**config.mk**
```make
export PLATFORM = sky130hd
export DESIGN_NAME = fifo_rd_irq_gen
export DESIGN_NICKNAME = d
export VERILOG_FILES = /design/src/rtl/fti_pkg.sv /design/src/rtl/fti_thr_clamp.sv /design/src/rtl/fti_level_cmp.sv /design/src/rtl/fifo_rd_irq_gen.sv
export SDC_FILE = /design/constraint.sdc
export NUM_CORES = 1
export LEC_CHECK = 0
export ABC_AREA = 1
export CORE_UTILIZATION = 44
export CTS_BUF_LIST = sky130_fd_sc_hd__clkbuf_2
export DETAILED_ROUTE_END_ITERATION = 6
export GPL_ROUTABILITY_DRIVEN = 0
export PLACE_DENSITY = 0.86
export SLEW_MARGIN = 20
export SYNTH_ARGS = -nofsm -noshare
export SYNTH_HDL_FRONTEND = slang
export SYNTH_SLANG_ARGS = --single-unit
```
**constraint.sdc**
```tcl
create_clock -name clk -period 1.57 [get_ports clk]
set_input_delay 0.314 -clock clk [delete_from_list [all_inputs] [get_ports clk]]
set_output_delay 0.314 -clock clk [all_outputs]
set_load 0.01 [all_outputs]
```
**src/rtl/fti_pkg.sv**
```systemverilog
package fti_pkg;

    // Register select values on the host write port
    typedef enum logic {
        FTI_REG_THR = 1'b0,
        FTI_REG_CTL = 1'b1
    } fti_reg_e;

    // Bit positions inside the control register write data
    localparam int unsigned FTI_CTL_DMA_BIT = 0;
    localparam int unsigned FTI_CTL_SVC_BIT = 1;

endpackage

```
**src/rtl/fti_thr_clamp.sv**
```systemverilog
// Saturates a written threshold so that any value at or above DEPTH-1
// (including DEPTH itself) is stored as DEPTH-1.
module fti_thr_clamp #(
    parameter int DEPTH = 16,
    localparam int CW = $clog2(DEPTH + 1),
    localparam int TW = $clog2(DEPTH)
) (
    input  logic [CW-1:0] raw_val,
    output logic [TW-1:0] stored_val
);

    localparam logic [CW-1:0] TOP_RAW = CW'(DEPTH - 1);

    always_comb begin
        if (raw_val >= TOP_RAW) begin
            stored_val = TW'(DEPTH - 1);
        end else begin
            stored_val = raw_val[TW-1:0];
        end
    end

endmodule

```
**src/rtl/fti_level_cmp.sv**
```systemverilog
// Turns the stored threshold into a byte count and compares it with the
// FIFO level; proposes the burst size that would go with an interrupt.
module fti_level_cmp #(
    parameter int DEPTH = 16,
    localparam int CW = $clog2(DEPTH + 1),
    localparam int TW = $clog2(DEPTH)
) (
    input  logic [TW-1:0] thr_val,
    input  logic [CW-1:0] level,
    output logic          level_met,
    output logic [CW-1:0] burst_cand
);

    localparam logic [CW-1:0] FULL_LVL = CW'(DEPTH);

    logic [CW-1:0] rd_thr;
    logic          is_full;

    always_comb begin
        rd_thr     = FULL_LVL - CW'(thr_val);
        is_full    = (level >= FULL_LVL);
        level_met  = (level >= rd_thr);
        burst_cand = is_full ? FULL_LVL : rd_thr;
    end

endmodule

```
**src/rtl/fifo_rd_irq_gen.sv**
```systemverilog
module fifo_rd_irq_gen
    import fti_pkg::*;
#(
    parameter int DEPTH = 16,
    localparam int CW = $clog2(DEPTH + 1),
    localparam int TW = $clog2(DEPTH)
) (
    input  logic          clk,
    input  logic          rst_n,
    input  logic [CW-1:0] fifo_level,
    input  logic          host_wr,
    input  logic          host_addr,
    input  logic [CW-1:0] host_wdata,
    output logic          irq,
    output logic [CW-1:0] burst_bytes
);

    typedef struct packed {
        logic [TW-1:0] thr;
        logic          dma;
        logic          svc;
        logic          irq;
        logic [CW-1:0] burst;
    } state_t;

    state_t s_d, s_q;

    logic [TW-1:0] thr_clamped;
    logic          level_met;
    logic [CW-1:0] burst_cand;
    logic          thr_wr;
    logic          ctl_wr;
    logic          fire;

    fti_thr_clamp #(.DEPTH(DEPTH)) u_clamp (
        .raw_val    (host_wdata),
        .stored_val (thr_clamped)
    );

    fti_level_cmp #(.DEPTH(DEPTH)) u_cmp (
        .thr_val    (s_q.thr),
        .level      (fifo_level),
        .level_met  (level_met),
        .burst_cand (burst_cand)
    );

    always_comb begin
        s_d    = s_q;
        thr_wr = host_wr && (host_addr == FTI_REG_THR);
        ctl_wr = host_wr && (host_addr == FTI_REG_CTL);
        fire   = !s_q.dma && !s_q.svc && level_met;

        if (fire) begin
            s_d.svc   = 1'b1;
            s_d.irq   = 1'b1;
            s_d.burst = burst_cand;
        end

        if (thr_wr) begin
            s_d.thr = thr_clamped;
        end

        // A control write acknowledges any pending request
        if (ctl_wr) begin
            s_d.dma   = host_wdata[FTI_CTL_DMA_BIT];
            s_d.svc   = host_wdata[FTI_CTL_SVC_BIT];
            s_d.irq   = 1'b0;
            s_d.burst = '0;
        end
    end

    always_ff @(posedge clk or negedge rst_n) begin
        if (!rst_n) begin
            s_q <= '0;
        end else begin
            s_q <= s_d;
        end
    end

    assign irq         = s_q.irq;
    assign burst_bytes = s_q.burst;

endmodule

```
======== After elaboration in Yosys (flattened, before gate mapping) ========
Cells that the tools add are included.
cells by class
  add/sub/neg operators ................... 1
  $lt $le $gt $ge ......................... 3
  muxes and demuxes ....................... 4
  bitwise gates (word level) .............. 1
  reductions and logical operators ........ 7
operators with widths
  operator                                                                number
  7-bit 2-to-1 mux                                                        2
  5-bit by 4-bit >= comparator with 1-bit output (second input constant)  1
  5-bit >= comparator                                                     1
  5-bit >= comparator (second input constant)                             1
  5-bit 2-to-1 mux                                                        1
  5-bit by 4-bit subtractor with 5-bit output (first input constant)      1
  1-bit logical AND                                                       4
  4-bit 2-to-1 mux                                                        1
  1-bit zero test                                                         2
  2-bit nonzero test                                                      1
  1-bit NOT                                                               1
storage, ports and cells
  flip-flop bits (word level) ............. 12
  input port bits ......................... 14
  output and inout port bits .............. 6
  logic and storage cells ................. 21

======== Longest topological paths before layout ========
  word-level depth ........................ 5
  gate-level depth with buffers ........... 13
  depth with buffers taken out ............ 13

======== Hierarchy ========
Synthesis repeated with hierarchy kept, for this count alone.
second synthesis, totals
  cell total of the unflattened synthesis .. 108
  area total of the unflattened synthesis .. 799.5 µm²
modules (own cells, without submodules)
  module           instances  cells each  area each (µm²)
  fifo_rd_irq_gen  1          62          556.8
  fti_level_cmp    1          37          209.0
  fti_thr_clamp    1          9           33.8

======== Worst setup path after synthesis ========
OpenSTA, ideal clock, no wires.
  path type ............................... reg-to-reg
  from .................................... register s_q[8] (netlist bit)
  to ...................................... register s_q[6] (netlist bit)
  library setup time ...................... 116 ps
  arrival ................................. 1,616 ps
  required time ........................... 1,454 ps
  setup slack ............................. -163 ps
  stages on the path, launching flop included .. 13
  path buffers ............................ 0
  cell sequence ........................... dfrtp_1 -> inv_1 -> ha_1 -> xor2_1 -> ha_1 -> nand2_1 -> nand2_1 -> nand2_1 -> nand3_2 -> nand2_4 -> nand2_2 -> nand2_1 -> nand2_1
on the way
  cells in the longest elaborated chain, start to end .. 4
ends and longest elaborated chain
  element                                      RTL line               source
  from (decl)                                  fifo_rd_irq_gen.sv:26  state_t s_d, s_q;
  from (signal assigned)                       fifo_rd_irq_gen.sv:74  s_q <= '0;
  from (signal assigned)                       fifo_rd_irq_gen.sv:76  s_q <= s_d;
  5-bit by 4-bit subtractor with 5-bit output  fti_level_cmp.sv:20    rd_thr = FULL_LVL - CW'(thr_val);
  5-bit >= comparator                          fti_level_cmp.sv:22    level_met = (level >= rd_thr);
  1-bit logical AND                            fifo_rd_irq_gen.sv:51  fire = !s_q.dma && !s_q.svc && level_met;
  2-bit nonzero test (no source line)          --
No other way between the ends.
A chain may end at the register's enable or synchronous reset.

======== Final worst setup path ========
  from .................................... register s_q[10] (netlist bit)
  to ...................................... register s_q (netlist bit burst_bytes[3])
on the way
  cells in the longest elaborated chain, start to end .. 4
ends and longest elaborated chain
  element                                                                         RTL line
  5-bit by 4-bit subtractor with 5-bit output (*)                                 fti_level_cmp.sv:20
  5-bit >= comparator / 5-bit 2-to-1 mux (equally long branches)                  fti_level_cmp.sv:22, fti_level_cmp.sv:23
  1-bit logical AND / 7-bit 2-to-1 mux (equally long branches)                    fifo_rd_irq_gen.sv:51, fifo_rd_irq_gen.sv:53
  2-bit nonzero test (no source line) / 7-bit 2-to-1 mux (equally long branches)  --
Mark *: on every way between the ends. The rest lies on a longest branch, timed or not. The select of a mux whose other input is x is not followed.

==> flow_summary.toml <==
[detailed_routing]
drc = 1
wl_per_cell_um = 12.4
drt-total-wl_mm = 1.76
first_pass_iters = 6
drt_iter0_markers = 23
final_antenna_net_count = 0
viasPerCell = 5.38
vias = 764

[layout]
fin_cells = 142
multi_input_area_um2 = 445
regArea_um2 = 300
insertedDiodeCount = 0
final_common_cell = "nand2_1"
final_cell_mix = "nand2_1 (22), clkdlybuf4s50_1 (19), inv_1 (12), dfrtp_1 (12), buf_4 (11)"
syn2layout_area_growth_pct = 44.2
drive_gt1_share_pct = 23.0
nFillCells = 127
final_nets = 147

[sta]
fin_skew_ns = 0.00130
holdWs_ns = 0.396
relSlewSlack_pct = 63.5
period_minus_slack_ns = 1.78
setup_viol = 7
worst_slack_ns = -0.206
tightest_slew_ns = 0.546
maxSlewViolCount = 0
rsz0062_at_grt = "yes"
hold_violations = 0
fin_crit_sh_pct = 113
timing.fmax_mhz = 563

[clock_network]
clk_pin_slew_worst_paths_ns = 0.12
clkSinkCount = 12
clk_latency_ns = 0.25
clockRootBuffer = "clkbuf_2"
clockBufferDepth = 2
cts_made_buffers = 3
cts_tree = "done"
htree_levels = 1

[logic_synthesis]
synth_cell_types = 18
syn-num-nets = 118
mappedNetlistArea_um2 = 769
yosysWarnings = 0
seq_area_frac_synth_pct = 39.0
syn-instance-count = 98
post_synth.cell_area_avg_um2 = 7.85
ys_ff_latch = 12

[grt]
grt_pass1_vias = 745
grt_usage_pct = 21.6
antenna_found_initial = 0
grt_max_degree = 13
grt_overflow = 0
grt_first_pass_wirelength_mm = 3.08

[power_and_ir_drop]
ir_drop_mv = 0.430
clkPwrFrac_pct = 14.8
swShare_pct = 36.0
power.leakage_uw = 0.000558
intPower_uw = 688
power_frac_seq_pct = 38.6
power.density_mw_per_mm2 = 968
p_sw_uw = 386
power_frac_comb_pct = 46.6

[worst_setup_path]
reg2regPathDepth = 13
r2r_slack_ns = -0.21
rr_startpoint = "s_q[10]$_DFFE_PN0P_"
path_class = "flip-flop to flip-flop"
required_ns = 1.73
timing.rr.end = "burst_bytes[3]$_DFFE_PN0P_"
end_kind = "flip-flop"
startpoint_type = "flip-flop"
path_max_fanout = 8
arrival_ns = 1.94

[placement]
pre_cts_ws_ns = -0.243
io_buffers = 19
placed_cells = 137
dp_hpwl_mm = 1.38

[die]
initial_core_util_pct = 48.8
ios = 20
core_mm2 = 0.00158
rows = 14
die_y_um = 43.8
die_w_um = 43.8
die-area_mm2 = 0.00192

[outcome]
status = "finished with violations"
violations = "DRC, setup timing"

[job]
drv_cap = 0

[hold_path]
worstHoldPathType = "input pin to async pin"
## metrics by stage
stage	power, µW	setup TNS [ns]	utilization (%)	instance area (µm²)
6_report	1070	-1.32	70.4	1110
4_1_cts	1050	-1.18	68.3	1080
3_5_place_dp	867	-1.52	64.6	1020
5_1_grt	1150	-2.45	70.4	1110
3_3_place_gp	837	-1.06	64.6	1020
2_1_floorplan	676	-0.371	-	782
## power groups by stage
stage / combinational, µW / sequential [µW] / clock (µW)
after floorplan: 259 / 418 / 0
after global placement: 419 / 419 / 0
after detailed placement: 444 / 422 / 0
after CTS: 471 / 415 / 163
after global routing: 556 / 423 / 176
final: 501 / 415 / 158
## registers in the layout, summed over array words and instances, names as in the netlist
signal and cells:
burst_bytes 5, irq 1, s_q 6
## critical path: stages (launching register included)
cell and delay, ns:
dfrtp_1 0.43, nor2_1 0.15, nand2_1 0.07, nand2_1 0.08, nand2_2 0.07, ha_1 0.28
nand2_1 0.08, inv_1 0.04, nand2_1 0.07, nand3_2 0.10, nand2_4 0.12, nand2_2 0.06
nand2_1 0.06, nand2_1 0.04
## kinds of logic (layout without fill, tap and decap cells)
kind of cell	Yosys count	count (layout)	synth area share, %
AOI/OAI and AO/OA	10	10	6.50
DFF	12	12	39.0
xor gates and xnor gates	1	1	1.14
buffers and inverters	20	48	13.2
and+or+nand+nor	49	49	30.4
adders and majority gates	6	6	9.76
## Yosys cell counts, drive strengths merged
master / number / area [µm²]
inv: 14 / 52.6
nand3: 9 / 50.1
a21oi: 2 / 10.0
nand4: 5 / 31.3
dfrtp: 12 / 300
nor2: 7 / 33.8
or2: 1 / 6.26
xor2: 1 / 8.76
nand2: 26 / 108
nor3: 1 / 5.00
ha: 6 / 75.1
buf: 6 / 48.8
o21ai: 8 / 40.0
## per-layer routing
layer  vias up  part of all wire, %  GRT usage (%)
met2        30                   56           42.7
met3         3                  6.1           4.58
met5         -                    0              0
met1       359                   37           22.9
li1        372                    -              -
met4         0                 0.74           4.38
## cell type report
type | count | area share [%]
Tap cell | 16 | 1.80
Sequential cell | 12 | 27.1
Clock buffer | 3 | 1.35
Inverter | 14 | 4.74
Clock inverter | 1 | 0.338
Timing Repair Buffer | 30 | 24.6
Multi-Input combinational cell | 66 | 40.1
## worst max-delay path by stage
stage	start	end	slack, ns	depth (start not counted)
finish	s_q[10]$_DFFE_PN0P_	burst_bytes[3]$_DFFE_PN0P_	-0.21	13
global route	s_q[10]$_DFFE_PN0P_	s_q[6]$_DFFE_PN0P_	-0.38	13
CTS	s_q[8]$_DFFE_PN0P_	burst_bytes[2]$_DFFE_PN0P_	-0.19	11
detailed placement	fifo_level[0]	s_q[6]$_DFFE_PN0P_	-0.24	11
global placement	fifo_level[4]	burst_bytes[1]$_DFFE_PN0P_	-0.17	7
floorplan	s_q[8]$_DFFE_PN0P_	s_q[6]$_DFFE_PN0P_	-0.1	12
## timing repair
| item | CTS | global route |
|---|---|---|
| endpoints found under the setup margin | 7 | 7 |
| hold buffers | 0 | 0 |
| pin swaps | 3 | 1 |
| buffers inserted | 1 | 0 |
| endpoints found under the hold margin | 0 | 0 |
| resized for setup | 5 | 4 |
| cloned | 0 | 0 |
(Power assumes the default switching activity.)
